File: src/rtl/mdio_master.sv
module mdio_master #(
  parameter int ADDR_W = 8,
  parameter logic [ADDR_W-1:0] CTRL_OFS = 'h10,
  parameter logic [ADDR_W-1:0] DATA_OFS = 'h14,
  parameter int PRE_LEN = 32
) (
  input  logic              clk,
  input  logic              rst_n,
  input  logic              reg_wr,
  input  logic [ADDR_W-1:0] reg_addr,
  input  logic [31:0]       reg_wdata,
  output logic [31:0]       reg_rdata,
  output logic              mdc,
  output logic              mdio_o,
  output logic              mdio_oe,
  input  logic              mdio_i
);
  localparam int FRAME_BITS = PRE_LEN + 32;
  localparam int TA_BIT     = PRE_LEN + 14;
  localparam int BN_W       = $clog2(FRAME_BITS + 1);

  function automatic logic [6:0] ratio_of(input logic [2:0] c);
    case (c)
      3'd0:    ratio_of = 7'd42;
      3'd1:    ratio_of = 7'd62;
      3'd2:    ratio_of = 7'd16;
      3'd3:    ratio_of = 7'd26;
      3'd4:    ratio_of = 7'd102;
      default: ratio_of = 7'd124;
    endcase
  endfunction

  logic                  busy, dir;
  logic [2:0]            code;
  logic [4:0]            reg_num, phy;
  logic [15:0]           data, rx;
  logic [FRAME_BITS-1:0] shift;
  logic [6:0]            cnt, ratio;
  logic [BN_W-1:0]       bitn;

  wire wr_ctrl = reg_wr && reg_addr == CTRL_OFS;
  wire wr_data = reg_wr && reg_addr == DATA_OFS;
  wire last    = bitn == BN_W'(FRAME_BITS - 1);

  always_ff @(posedge clk or negedge rst_n) begin
    if (!rst_n) begin
      busy <= 1'b0; dir <= 1'b0; code <= '0; reg_num <= '0; phy <= '0;
      data <= '0; rx <= '0; shift <= '0; cnt <= '0; ratio <= 7'd124;
      bitn <= '0; mdc <= 1'b0;
    end else if (!busy) begin
      if (wr_ctrl) begin
        dir     <= reg_wdata[1];
        code    <= reg_wdata[4:2];
        reg_num <= reg_wdata[10:6];
        phy     <= reg_wdata[15:11];
        if (reg_wdata[0]) begin
          busy  <= 1'b1;
          ratio <= ratio_of(reg_wdata[4:2]);
          cnt   <= '0;
          bitn  <= '0;
          shift <= {{PRE_LEN{1'b1}}, 2'b01, reg_wdata[1] ? 2'b01 : 2'b10,
                    reg_wdata[15:11], reg_wdata[10:6],
                    reg_wdata[1] ? 2'b10 : 2'b00, data};
        end
      end
      if (wr_data) data <= reg_wdata[15:0];
    end else if (cnt == ratio - 7'd1) begin
      cnt   <= '0;
      mdc   <= 1'b0;
      shift <= {shift[FRAME_BITS-2:0], 1'b0};
      bitn  <= bitn + 1'b1;
      if (last) begin
        busy <= 1'b0;
        if (!dir) data <= rx;
      end
    end else begin
      cnt <= cnt + 7'd1;
      if (cnt == (ratio >> 1) - 7'd1) begin
        mdc <= 1'b1;
        rx  <= {rx[14:0], mdio_i};
      end
    end
  end

  assign mdio_o  = busy & shift[FRAME_BITS-1];
  assign mdio_oe = busy & (dir | (bitn < BN_W'(TA_BIT)));

  always_comb begin
    reg_rdata = '0;
    if (reg_addr == CTRL_OFS)      reg_rdata[15:0] = {phy, reg_num, 1'b0, code, dir, busy};
    else if (reg_addr == DATA_OFS) reg_rdata[15:0] = data;
  end
endmodule


File: config.mk
export PLATFORM = sky130hd
export DESIGN_NAME = mdio_master
export DESIGN_NICKNAME = d
export VERILOG_FILES = /design/src/rtl/mdio_master.sv
export SDC_FILE = /design/constraint.sdc
export NUM_CORES = 1
export LEC_CHECK = 0
export ABC_CLOCK_PERIOD_IN_PS = 2200
export BUFFER_PORTS_ARGS = -buffer_cell sky130_fd_sc_hd__buf_2
export CORE_MARGIN = 2
export CORE_UTILIZATION = 50
export CTS_CLUSTER_SIZE = 14
export DETAILED_ROUTE_END_ITERATION = 7
export PLACE_DENSITY = 0.76
export RECOVER_POWER = 25
export SETUP_SLACK_MARGIN = 0.05
export SLEW_MARGIN = 10
export SYNTH_ARGS = -nofsm -noshare
export SYNTH_HDL_FRONTEND = slang
export SYNTH_SLANG_ARGS = --single-unit
File: constraint.sdc
create_clock -name clk -period 2.2 [get_ports clk]
set_input_delay 0.11 -clock clk [delete_from_list [all_inputs] [get_ports clk]]
set_output_delay 0.11 -clock clk [all_outputs]
set_load 0.01 [all_outputs]
==> flow_summary.ini <==
[logic_synthesis]
synth_cell_types = 56
ys.flop_type = sky130_fd_sc_hd__dfrtp_1
synth_area_sq_um = 6758
synth_xor_xnor_area_share_pct = 2.944
synth_warnings = 0
yosys_register_bits = 132
synth_fa_ha_area_share_pct = 0.5555
netlist.top_cell.by_area = sky130_fd_sc_hd__dfrtp_1
synth_compound_gate_area_share_pct = 15.89
synth_seq_area_share_pct = 48.97
count_of_flip_flops_with_a_built_in_enable_after_synthesis = 0
syn_avg_cell_area_sq_um = 10.85
share_of_synthesized_cell_area_in_and_or_nand_and_nor_gates_pct = 8.628
syn_inst = 623
largest_family_of_logic_cells_by_synthesized_area = compound AO/OA/AOI/OAI gates
synth-async-reset-ratio_pct = 100.0
yosys-mux-area-fraction_pct = 14.85
top_area_cells_in_the_synthesized_netlist = sky130_fd_sc_hd__dfrtp_1 47%, sky130_fd_sc_hd__mux2i_1 9.6%, sky130_fd_sc_hd__a21oi_1 6.2%, sky130_fd_sc_hd__o22ai_1 4.2%, sky130_fd_sc_hd__mux2_2 3.0%
yosys.area.top_type_share_pct = 47.03

[setup_path]
end_kind = flop
crit_path_max_fanout = 8
critPathRequiredTime_ps = 2490
critical_path_class = flop to flop
worst_ep_arrival_time_ps = 2690
worstSetupStartpointType = flop

[clock_tree]
tritoncts = built
clock-sinks = 132
clock_tree.htree_level_count = 4
cts_buffer_depth = 2
cts-buffers-inserted = 17
clkTransAtPathRegs_ps = 60
buffer_cell_driving_the_clock_tree_root = sky130_fd_sc_hd__clkbuf_16
clk-insertion-delay-late_ps = 430

[cells_and_area]
share_of_final_layout_standard_cells_stronger_than_drive_strength_1_pct = 33.52
design.final.nets = 760
final_common_cell = sky130_fd_sc_hd__dfrtp_1
antenna_diode_count = 0
layout_common_cells = 126 x sky130_fd_sc_hd__dfrtp_1, 64 x sky130_fd_sc_hd__a21oi_1, 58 x sky130_fd_sc_hd__mux2i_1
area.growth.synth_to_final_pct = 27.83

[outcome]
violations_in_the_final_reports = negative setup slack
run_status = finished, violations left

[global_route]
grt_use_met1_pct = 31.30
grt-ovfl-total = 0
antenna_found_initial = 0
pin_count_of_the_biggest_net_entering_global_routing = 54
total_routing_resource_utilization_after_global_routing_pct = 26.31
met2_usage_pct = 44.85
grt_first_pass_wirelength_um = 29350
busiest_layer = met2
grt_util_met3_pct = 6.509
grt_pass1_vias = 5603

[placement]
place.gp.congestion = 0.8571
placement.io_buffers = 46
dp_hpwl_um = 10080

[timing]
postLayoutSetupSlackWorst_ps = -201.9
post_route_setup_tns_ps = -11600
maxClockFrequency_ghz = 0.4163
final.setup_skew_ps = 9.024
pin_slew_with_the_least_headroom_to_its_limit_ps = 981.5
timing.final.setup_violations = 104
rsz0062_at_grt = yes
maxSlewViolCount = 0
finalHoldViolations = 0
post-route-period-util_pct = 109.2
slew-limit-headroom_pct = 34.57
layout_min_cycle_time_ps = 2402

[floorplanning]
area_of_the_die_sq_um = 14460
die_y_um = 120.3
io_pins = 79
chipWidth_um = 120.3
initial_core_util_pct = 51.03
core.rowCount = 42
core_sq_um = 13240

[detailed_routing]
drt_drc_violations_left = 0
detailed_route_via_count = 5445
initialDrtViolationCount = 430
avgRoutedWirePerCell_um = 20.69
detailedRoute.firstPassIterationCount = 5
totalWireLength_um = 18640
ant_nets = 0
routed_via_density = 6.043

[run]
maxCapViolations = 0

[hold_path]
worst_hold_class = input port to flop

[pwr]
leak_pwr_uw = 0.004495
worst_ir_drop_vdd_uv = 485.7
finalPower_uw = 5564
powerDensity_nw_per_um2 = 644.1
## sequential cells by signal, indices dropped and copies added, names as in the netlist, 3 cells and up
| signal | flops |
|---|---|
| code | 3 |
| ratio | 6 |
| rx | 16 |
| cnt | 7 |
| data | 16 |
| bitn | 7 |
| phy | 5 |
| reg_num | 5 |
| shift | 64 |
## metal layers
layer	vias to the layer above	part of all wire (%)
met5	-	0
met4	0	3.0
met3	56	5.6
met2	223	53
met1	2781	39
li1	2385	-
## cell families (layout without fill, tap and decap cells)
logic type	Yosys count	after routing
buffers and inverters	87	173
multiplexers	93	93
AO/OA/AOI/OAI	181	181
XOR/XNOR	18	18
AND/OR/NAND/NOR	108	109
other	1	16
flip-flops	132	132
adder cells (fa/ha/maj)	3	3
## path summary, 6_finish.rpt
check	startpoint	endpoint	slack [ps]	depth (start not counted)
hold / removal	reg_wdata[5]	data[5]	8	3
min in group asynchronous	rst_n	cnt[5]	380	2
hold reg to reg	code[2]	code[2]	490	2
setup reg to reg	ratio[1]	shift[37]	-200	8
max in group asynchronous	rst_n	shift[10]	570	3
setup / recovery	ratio[1]	shift[37]	-200	8
## critical path, stage by stage (launching register included)
cell,delay [ps]
sky130_fd_sc_hd__dfrtp_1,410
sky130_fd_sc_hd__or4_4,600
sky130_fd_sc_hd__nor2_4,140
sky130_fd_sc_hd__xnor3_2,300
sky130_fd_sc_hd__nand3_4,130
sky130_fd_sc_hd__buf_6,160
sky130_fd_sc_hd__buf_16,140
sky130_fd_sc_hd__mux2i_1,280
sky130_fd_sc_hd__a21oi_1,110
## synthesized netlist by cell type, types with 2 or more instances
| cell type | number |
|---|---|
| sky130_fd_sc_hd__xnor2_1 | 5 |
| sky130_fd_sc_hd__nand2_2 | 2 |
| sky130_fd_sc_hd__o21ai_0 | 19 |
| sky130_fd_sc_hd__nor2b_1 | 2 |
| sky130_fd_sc_hd__dfrtp_1 | 127 |
| sky130_fd_sc_hd__or4_4 | 2 |
| sky130_fd_sc_hd__clkbuf_1 | 25 |
| sky130_fd_sc_hd__a22o_1 | 18 |
| sky130_fd_sc_hd__buf_1 | 2 |
| sky130_fd_sc_hd__o21ai_1 | 3 |
| sky130_fd_sc_hd__nor2_1 | 39 |
| sky130_fd_sc_hd__xor2_1 | 10 |
| sky130_fd_sc_hd__mux2i_1 | 65 |
| sky130_fd_sc_hd__inv_1 | 25 |
| sky130_fd_sc_hd__or3_1 | 4 |
| sky130_fd_sc_hd__buf_2 | 8 |
| sky130_fd_sc_hd__a21oi_1 | 84 |
| sky130_fd_sc_hd__o22ai_1 | 45 |
| sky130_fd_sc_hd__nand3_1 | 6 |
| sky130_fd_sc_hd__nand2_1 | 21 |
| sky130_fd_sc_hd__mux2_4 | 10 |
| sky130_fd_sc_hd__buf_4 | 17 |
| sky130_fd_sc_hd__a31oi_1 | 3 |
| sky130_fd_sc_hd__xnor3_1 | 3 |
| sky130_fd_sc_hd__nor3_1 | 5 |
| sky130_fd_sc_hd__ha_1 | 3 |
| sky130_fd_sc_hd__nor4_4 | 2 |
| sky130_fd_sc_hd__and3_1 | 4 |
| sky130_fd_sc_hd__a31o_2 | 2 |
| sky130_fd_sc_hd__mux2_2 | 18 |
| sky130_fd_sc_hd__dfstp_2 | 5 |
| sky130_fd_sc_hd__and2_1 | 3 |
| sky130_fd_sc_hd__buf_12 | 9 |
| sky130_fd_sc_hd__nand2b_1 | 3 |
| sky130_fd_sc_hd__nand4_1 | 3 |
## metrics by stage
stage | instances | util, % | worst slack, ps | area [sq um] | hold slack [ps]
after floorplan | 638 | - | -112.9 | 6844 | -185.6
after global placement | 833 | 54.39 | -138.6 | 7203 | 104.0
after detailed placement | 833 | 54.39 | -267.7 | 7203 | 119.9
after CTS | 904 | 64.83 | -134.5 | 8586 | 2.591
after global routing | 901 | 65.23 | -265.3 | 8638 | 3.656
final | 901 | 65.23 | -201.9 | 8638 | 8.071
## power breakdown
group | leakage, uW | total (uW) | switching (uW) | internal (uW)
Combinational | 0.00244 | 161 | 109 | 51.3
Sequential | 0.00176 | 2440 | 6.52 | 2430
Clock | 0.000297 | 2960 | 1050 | 1910
## what timing repair did
| item | 4_1_cts | 5_1_grt |
|---|---|---|
| gates resized for setup | 67 | 35 |
| setup endpoints to repair | 101 | 111 |
| buffers inserted | 19 | 5 |
| pin swaps | 78 | 39 |
| gates cloned | 9 | 0 |
| hold buffers | 12 | 0 |
| hold endpoints to repair | 44 | 0 |
## cell type report
| cell class | instances | area [sq um] |
|---|---|---|
| Sequential cell | 132 | 3311 |
| Clock buffer | 21 | 450.4 |
| Inverter | 25 | 93.84 |
| Clock inverter | 10 | 156.4 |
| Multi-Input combinational cell | 420 | 3327 |
| Timing Repair Buffer | 117 | 1080 |
| Tap cell | 176 | 220.2 |
| Fill cell | 921 | 4604 |
Power figures use the tool's default switching activity.
